<file path="config.mk">
export PLATFORM = sky130hd
export DESIGN_NAME = ecg_adc_seq
export DESIGN_NICKNAME = d
export VERILOG_FILES = /design/src/rtl/ecg_adc_seq.sv
export SDC_FILE = /design/constraint.sdc
export NUM_CORES = 1
export LEC_CHECK = 0
export CAP_MARGIN = 40
export CORE_MARGIN = 1.5
export CORE_UTILIZATION = 45
export CTS_CLUSTER_DIAMETER = 40
export DETAILED_ROUTE_END_ITERATION = 12
export GPL_TIMING_DRIVEN = 1
export PLACE_DENSITY_LB_ADDON = 0.08
export SETUP_SLACK_MARGIN = 0.1
export SLEW_MARGIN = 20
export SYNTH_ARGS = -nofsm -noshare
export SYNTH_HDL_FRONTEND = slang
export SYNTH_SLANG_ARGS = --single-unit
</file>
<file path="constraint.sdc">
create_clock -name clk -period 1.9 [get_ports clk]
set_input_delay 0.285 -clock clk [delete_from_list [all_inputs] [get_ports clk]]
set_output_delay 0.285 -clock clk [all_outputs]
set_load 0.005 [all_outputs]
</file>
<file path="src/rtl/ecg_adc_seq.sv">
module ecg_adc_seq #(
  parameter int DATA_W      = 10,
  parameter int FAST_DIV    = 20,
  parameter int SLOW_DIV    = 2400,
  parameter int RST_PERIODS = 16,
  parameter int EOC_LIMIT   = 256
) (
  input  logic              clk,
  input  logic              rst_n,
  input  logic              enable,
  input  logic              adc_eoc,
  input  logic [DATA_W-1:0] adc_data,
  output logic              adc_clk_fast,
  output logic              adc_clk_slow,
  output logic              adc_reset,
  output logic              adc_start,
  output logic [1:0]        adc_chsel,
  output logic              out_valid,
  input  logic              out_ready,
  output logic [DATA_W-1:0] out_data,
  output logic [1:0]        out_lead,
  output logic              conv_timeout
);

  localparam int FW = $clog2(FAST_DIV);
  localparam int SW = $clog2(SLOW_DIV);
  localparam int RW = $clog2(RST_PERIODS + 1);
  localparam int TW = $clog2(EOC_LIMIT);
  localparam logic [FW-1:0] FAST_LAST = FW'(FAST_DIV - 1);
  localparam logic [FW-1:0] FAST_HALF = FW'(FAST_DIV / 2 - 1);
  localparam logic [SW-1:0] SLOW_LAST = SW'(SLOW_DIV - 1);
  localparam logic [SW-1:0] SLOW_HALF = SW'(SLOW_DIV / 2 - 1);
  localparam logic [RW-1:0] RST_LAST  = RW'(RST_PERIODS);
  localparam logic [TW-1:0] WAIT_LAST = TW'(EOC_LIMIT - 1);
  localparam logic [1:0]    LEAD_LAST = 2'd2;

  typedef enum logic [2:0] {S_IDLE, S_RST, S_SEL, S_START, S_WAIT} state_t;

  state_t        state;
  logic [FW-1:0] fast_cnt;
  logic [SW-1:0] slow_cnt;
  logic [RW-1:0] rst_cnt;
  logic [TW-1:0] wait_cnt;
  logic          sel_armed;
  logic [1:0]    lead;
  logic [2:0]    eoc_sync;

  wire fast_tick = (fast_cnt == FAST_LAST);
  wire slow_tick = (slow_cnt == SLOW_LAST);
  wire eoc_rise  = eoc_sync[1] & ~eoc_sync[2];
  wire [1:0] lead_next = (lead == LEAD_LAST) ? 2'd0 : lead + 2'd1;

  always_ff @(posedge clk or negedge rst_n) begin
    if (!rst_n) begin
      fast_cnt     <= '0;
      adc_clk_fast <= 1'b0;
    end else begin
      fast_cnt <= fast_tick ? '0 : fast_cnt + 1'b1;
      if (fast_tick)                   adc_clk_fast <= 1'b1;
      else if (fast_cnt == FAST_HALF)  adc_clk_fast <= 1'b0;
    end
  end

  always_ff @(posedge clk or negedge rst_n) begin
    if (!rst_n) begin
      slow_cnt     <= '0;
      adc_clk_slow <= 1'b0;
    end else begin
      slow_cnt <= slow_tick ? '0 : slow_cnt + 1'b1;
      if (slow_tick)                   adc_clk_slow <= 1'b1;
      else if (slow_cnt == SLOW_HALF)  adc_clk_slow <= 1'b0;
    end
  end

  always_ff @(posedge clk or negedge rst_n) begin
    if (!rst_n) eoc_sync <= '0;
    else        eoc_sync <= {eoc_sync[1:0], adc_eoc};
  end

  always_ff @(posedge clk or negedge rst_n) begin
    if (!rst_n) begin
      state        <= S_IDLE;
      rst_cnt      <= '0;
      wait_cnt     <= '0;
      sel_armed    <= 1'b0;
      lead         <= 2'd0;
      out_valid    <= 1'b0;
      out_data     <= '0;
      out_lead     <= 2'd0;
      conv_timeout <= 1'b0;
    end else begin
      conv_timeout <= 1'b0;
      if (out_valid && out_ready) out_valid <= 1'b0;
      if (!enable) begin
        state <= S_IDLE;
        lead  <= 2'd0;
      end else begin
        case (state)
          S_IDLE: begin
            state   <= S_RST;
            rst_cnt <= '0;
          end
          S_RST: if (slow_tick) begin
            if (rst_cnt == RST_LAST) begin
              state     <= S_SEL;
              sel_armed <= 1'b0;
            end else begin
              rst_cnt <= rst_cnt + 1'b1;
            end
          end
          S_SEL: if (fast_tick) begin
            if (sel_armed && !out_valid) state <= S_START;
            sel_armed <= 1'b1;
          end
          S_START: if (fast_tick) begin
            state    <= S_WAIT;
            wait_cnt <= '0;
          end
          S_WAIT: begin
            if (eoc_rise) begin
              out_valid <= 1'b1;
              out_data  <= adc_data;
              out_lead  <= lead;
              lead      <= lead_next;
              state     <= S_SEL;
              sel_armed <= 1'b0;
            end else if (fast_tick) begin
              if (wait_cnt == WAIT_LAST) begin
                conv_timeout <= 1'b1;
                lead         <= lead_next;
                state        <= S_SEL;
                sel_armed    <= 1'b0;
              end else begin
                wait_cnt <= wait_cnt + 1'b1;
              end
            end
          end
          default: state <= S_IDLE;
        endcase
      end
    end
  end

  assign adc_reset = (state == S_IDLE) || (state == S_RST);
  assign adc_start = (state == S_START);
  assign adc_chsel = adc_reset ? 2'd0 : lead;

endmodule

</file>
* Yosys cells after proc, flatten, opt, wreduce, memory -nomap -nowiden
Cells that the tools add are included.
** Storage, ports and cells
- Input port bits :: 15
- Output and inout port bits :: 20
- Flip-flop bits (word level) :: 55
- Logic and storage cells :: 115
** Operators by class
- Equality and inequality tests :: 31
- Add/subtract/negate cells :: 5
- Mux-type cells :: 47
- Reductions and logical operators :: 16
- Bitwise logic cells :: 2
** Operator list (count)
- 8-bit 2-to-1 mux :: 4
- 3-bit 2-to-1 mux :: 9
- 1-bit 2-to-1 mux :: 19
- 3-bit != test (second input constant) :: 6
- 8-bit case mux with 2 select lines :: 1
- 5-bit 2-to-1 mux :: 3
- 3-bit case mux with 5 select lines :: 1
- 2-bit 2-to-1 mux :: 7
- 2-bit != test (second input constant) :: 7
- 7-bit AND reduction :: 2
- 12-bit by 1-bit adder with 12-bit output (second input constant) :: 1
- 12-bit by 11-bit == test with 1-bit output (second input constant) :: 1
- 12-bit == test (second input constant) :: 1
- 12-bit 2-to-1 mux :: 1
- 5-bit by 1-bit adder with 5-bit output (second input constant) :: 2
- 5-bit == test (second input constant) :: 2
- 5-bit case mux with 2 select lines :: 1
- 8-bit by 1-bit adder with 8-bit output (second input constant) :: 1
- 8-bit == test (second input constant) :: 1
- 4-bit != test (second input constant) :: 2
- 2-bit nonzero test :: 4
- 3-bit by 2-bit == test with 1-bit output (second input constant) :: 2
- 3-bit by 1-bit != test with 1-bit output (second input constant) :: 2
- 3-bit AND reduction :: 2
- 17 further kinds :: 19

* Depth between registers and ports, before layout
- Word-level depth :: 7
- Mapped depth :: 7
- Depth with buffers taken out :: 6

* Worst setup path before layout
No wires, ideal clock.
- Path type :: register to register
- Start :: register slow_cnt[0]
- End :: register sel_armed
- Data required time :: 1775 ps
- Path slack :: 101 ps
- Period minus slack after synthesis :: 1799 ps
- Path buffers :: 1
- Data arrival time :: 1675 ps
- Library setup time :: 125 ps
- Stages on the path, launching flop included :: 8
- Cell sequence :: dfrtp_1 > ha_1 > and3_1 > and4_4 > buf_6 > nand2_4 > a211oi_2 > mux2_2
** Between the ends
- Cells in the longest elaborated chain, start to end :: 3
** RTL lines
- from (decl) :: line 41 : logic [SW-1:0] slow_cnt;
- from (signal assigned) :: line 69 : slow_cnt <= slow_tick ? '0 : slow_cnt + 1'b1;
- 12-bit == test :: line 49 : wire slow_tick = (slow_cnt == SLOW_LAST);
- 2-bit != test (no line)
- 7-bit AND reduction (no line)
- to (signal assigned) :: line 85 : sel_armed <= 1'b0;
- to (signal assigned) :: line 106 : sel_armed <= 1'b0;
- to (signal assigned) :: line 113 : sel_armed <= 1'b1;
- to (decl) :: line 44 : logic sel_armed;
Every way passes these cells.
A chain may end at the register's enable or synchronous reset.

* Worst setup path in the final report
- Start :: register slow_cnt[1]
- End :: register sel_armed
The elaborated chain is that of the path after synthesis.

==> metrics.cfg <==
[place]
routabilityCongestion=0.814
dpl.hpwl_um=3700
numPortBuffers=34

[clock_network]
cts_root_buf=clkbuf_8
clk_pin_slew_ns=0.10
insertion_delay_ns=0.31
cts_buffers=5
cts.htree.levels=2
cts_buffer_depth=2
cts_tree=built
clock_sinks=55

[worst_setup_path]
start_kind=register
cp.required_ns=2.10
crit_fanout=4
arrival_ns=1.97
end_kind=register
crit_type=reg -> reg

[route]
drt_iter0_markers=93
drt_wl_total_um=5430
postRouteAntennaNets=0
drtPass1Iterations=4
vias=2029
drc_errors=0
wl_per_cell_um=14.1
vias_per_cell=5.28

[pwr]
power.density_nw_per_um2=870
p_leak_nw=1.61
intPower_mw=2.18
power_switching_mw=0.887
p_seq_frac=0.449
switching_share=0.289
total_power_mw=3.07
combPwrFrac=0.304
ir_drop_mv=0.465
p_clk_frac=0.247

[cells_and_area]
diodes=0
fillers=481
syn2layout_area_growth_pct=34.0
drive_gt1_frac=0.272
final_nets=333

[synth]
synth_edf_count=0
async_flop_share=1.00
synth_top_area_frac=0.523
synth_seq_cells=55
yosysSeqAreaShare=0.523
synth.most_common_cell=dfrtp_1
yosysTopAreaCell=dfrtp_1
synthCells=241
syn_area_um2=2630
yosys-top-cells-area=dfrtp_1 52%, mux2_2 5.6%, ha_1 2.9%
synth_top_cells_by_count=55 x dfrtp_1, 19 x nand2_1, 19 x nor2_1
avgSynthCellArea_um2=10.9
synthFlopType=dfrtp_1
synth_warnings=0
ys_types=56
synth_nets=262

[die]
die_w_um=79.5
ios=35
die_area_um2=6320
rows=27
fp.dieH_um=79.5
core_area_um2=5570
initial_core_util=0.472

[run]
drv_cap=0

[grt]
grt_util_all_layers=0.186
overflow=0
grt_pass1_vias=2037
grt_max_degree=56
grt_antenna_before_repair=0
grt_first_pass_wirelength_um=9090

[status]
status=finished, final reports clean

[sta]
post-route-period-util=0.936
timing.fmax_mhz=563
skew_ns=0.00741
grt_setup_unrepaired=true
hold_viol=0
slew_viol_final=0
timing.final.crit_period_ns=1.78
worstMarginPinSlew_ns=0.351
setup_tns_ns=0
setup_viol=0
slew_headroom=0.765

[min_path]
hp-class=reg -> reg

worst max-delay path, cell delays in order, from the launching register on:
cell	delay [ns]
dfrtp_1	0.39
ha_2	0.20
and3_4	0.20
and4_4	0.25
nand2_4	0.05
a211oi_2	0.25
mux2_4	0.32
cell usage in the layout, fill, tap and decap left out, types with 7 or more instances in the layout:
master,instances
inv_1,10
nand2_1,19
o21ai_1,7
mux2_2,12
buf_4,29
dfrtp_1,54
nor2_1,17
nand3_1,9
clkdlybuf4s50_1,29
xor2_1,8
o21ai_0,7
a21oi_1,11
final cells by class:
cell class	count	area, um^2	area share
flip-flops and latches	55	1380	0.390
repair buffers	69	636	0.180
clock inverters	2	37.5	0.0106
multi-input cells	171	1280	0.363
clock buffers	5	68.8	0.0195
inverters	10	37.5	0.0106
well taps	72	90.1	0.0255
per-layer routing:
layer | wire length (um) | global-route usage | part of all wire
met4 | 70 | 0.0632 | 0.013
met1 | 2520 | 0.244 | 0.46
met3 | 276 | 0.0537 | 0.051
met2 | 2570 | 0.294 | 0.47
met5 | 0 | 0 | 0
flip-flops by register name (all words and copies together), names as in the netlist, 2 cells and up:
name	cells
state	3
wait_cnt	8
rst_cnt	5
out_lead	2
slow_cnt	12
eoc_sync	3
lead	2
fast_cnt	5
out_data	10
final timing paths:
| check | from | endpoint | slack, ns | cells past startpoint |
|---|---|---|---|---|
| min reg2reg | eoc_sync[0] | eoc_sync[1] | 0.37 | 0 |
| max reg2reg | slow_cnt[1] | sel_armed | 0.12 | 6 |
| min in group asynchronous | rst_n | slow_cnt[8] | 0.49 | 3 |
| max in group asynchronous | rst_n | slow_cnt[5] | 1.14 | 3 |
| min | eoc_sync[0] | eoc_sync[1] | 0.37 | 0 |
| max | slow_cnt[1] | sel_armed | 0.12 | 6 |
metrics by stage:
stage / instances / instance area (um^2) / hold WS (ns) / worst slack [ns] / utilization
final: 384 / 3530 / 0.368 / 0.122 / 0.633
after CTS: 374 / 3360 / 0.371 / 0.0759 / 0.603
after floorplan: 241 / 2630 / -0.0106 / 0.101 / -
after global placement: 362 / 3190 / 0.308 / 0.0683 / 0.573
after global routing: 384 / 3530 / 0.376 / 0.0496 / 0.633
after detailed placement: 362 / 3190 / 0.304 / 0.0482 / 0.573
power by group through the flow:
stage	Clock [mW]	Sequential, mW	Combinational [mW]
6_report	0.759	1.38	0.933
5_1_grt	0.816	1.40	1.01
4_1_cts	0.789	1.38	0.874
3_5_place_dp	0	1.40	0.836
3_3_place_gp	0	1.40	0.831
2_1_floorplan	0	1.38	0.467
repair_timing:
action | in CTS | in global routing
endpoints found under the hold margin | 55 | 0
pin swaps | 1 | 9
endpoints found under the setup margin | 9 | 15
hold buffers | 1 | 0
buffers inserted | 4 | 10
resized for setup | 10 | 28
cells by family (layout without fill, tap and decap cells):
logic type / after synthesis / after routing / synth area share
adders and majority gates: 6 / 6 / 0.0285
buffers and inverters: 15 / 86 / 0.0295
xor gates and xnor gates: 13 / 13 / 0.0433
DFF: 55 / 55 / 0.523
and+or+nand+nor: 91 / 91 / 0.198
muxes: 15 / 15 / 0.0632
AOI/OAI and AO/OA: 46 / 46 / 0.115
Power figures use the tool's default switching activity.
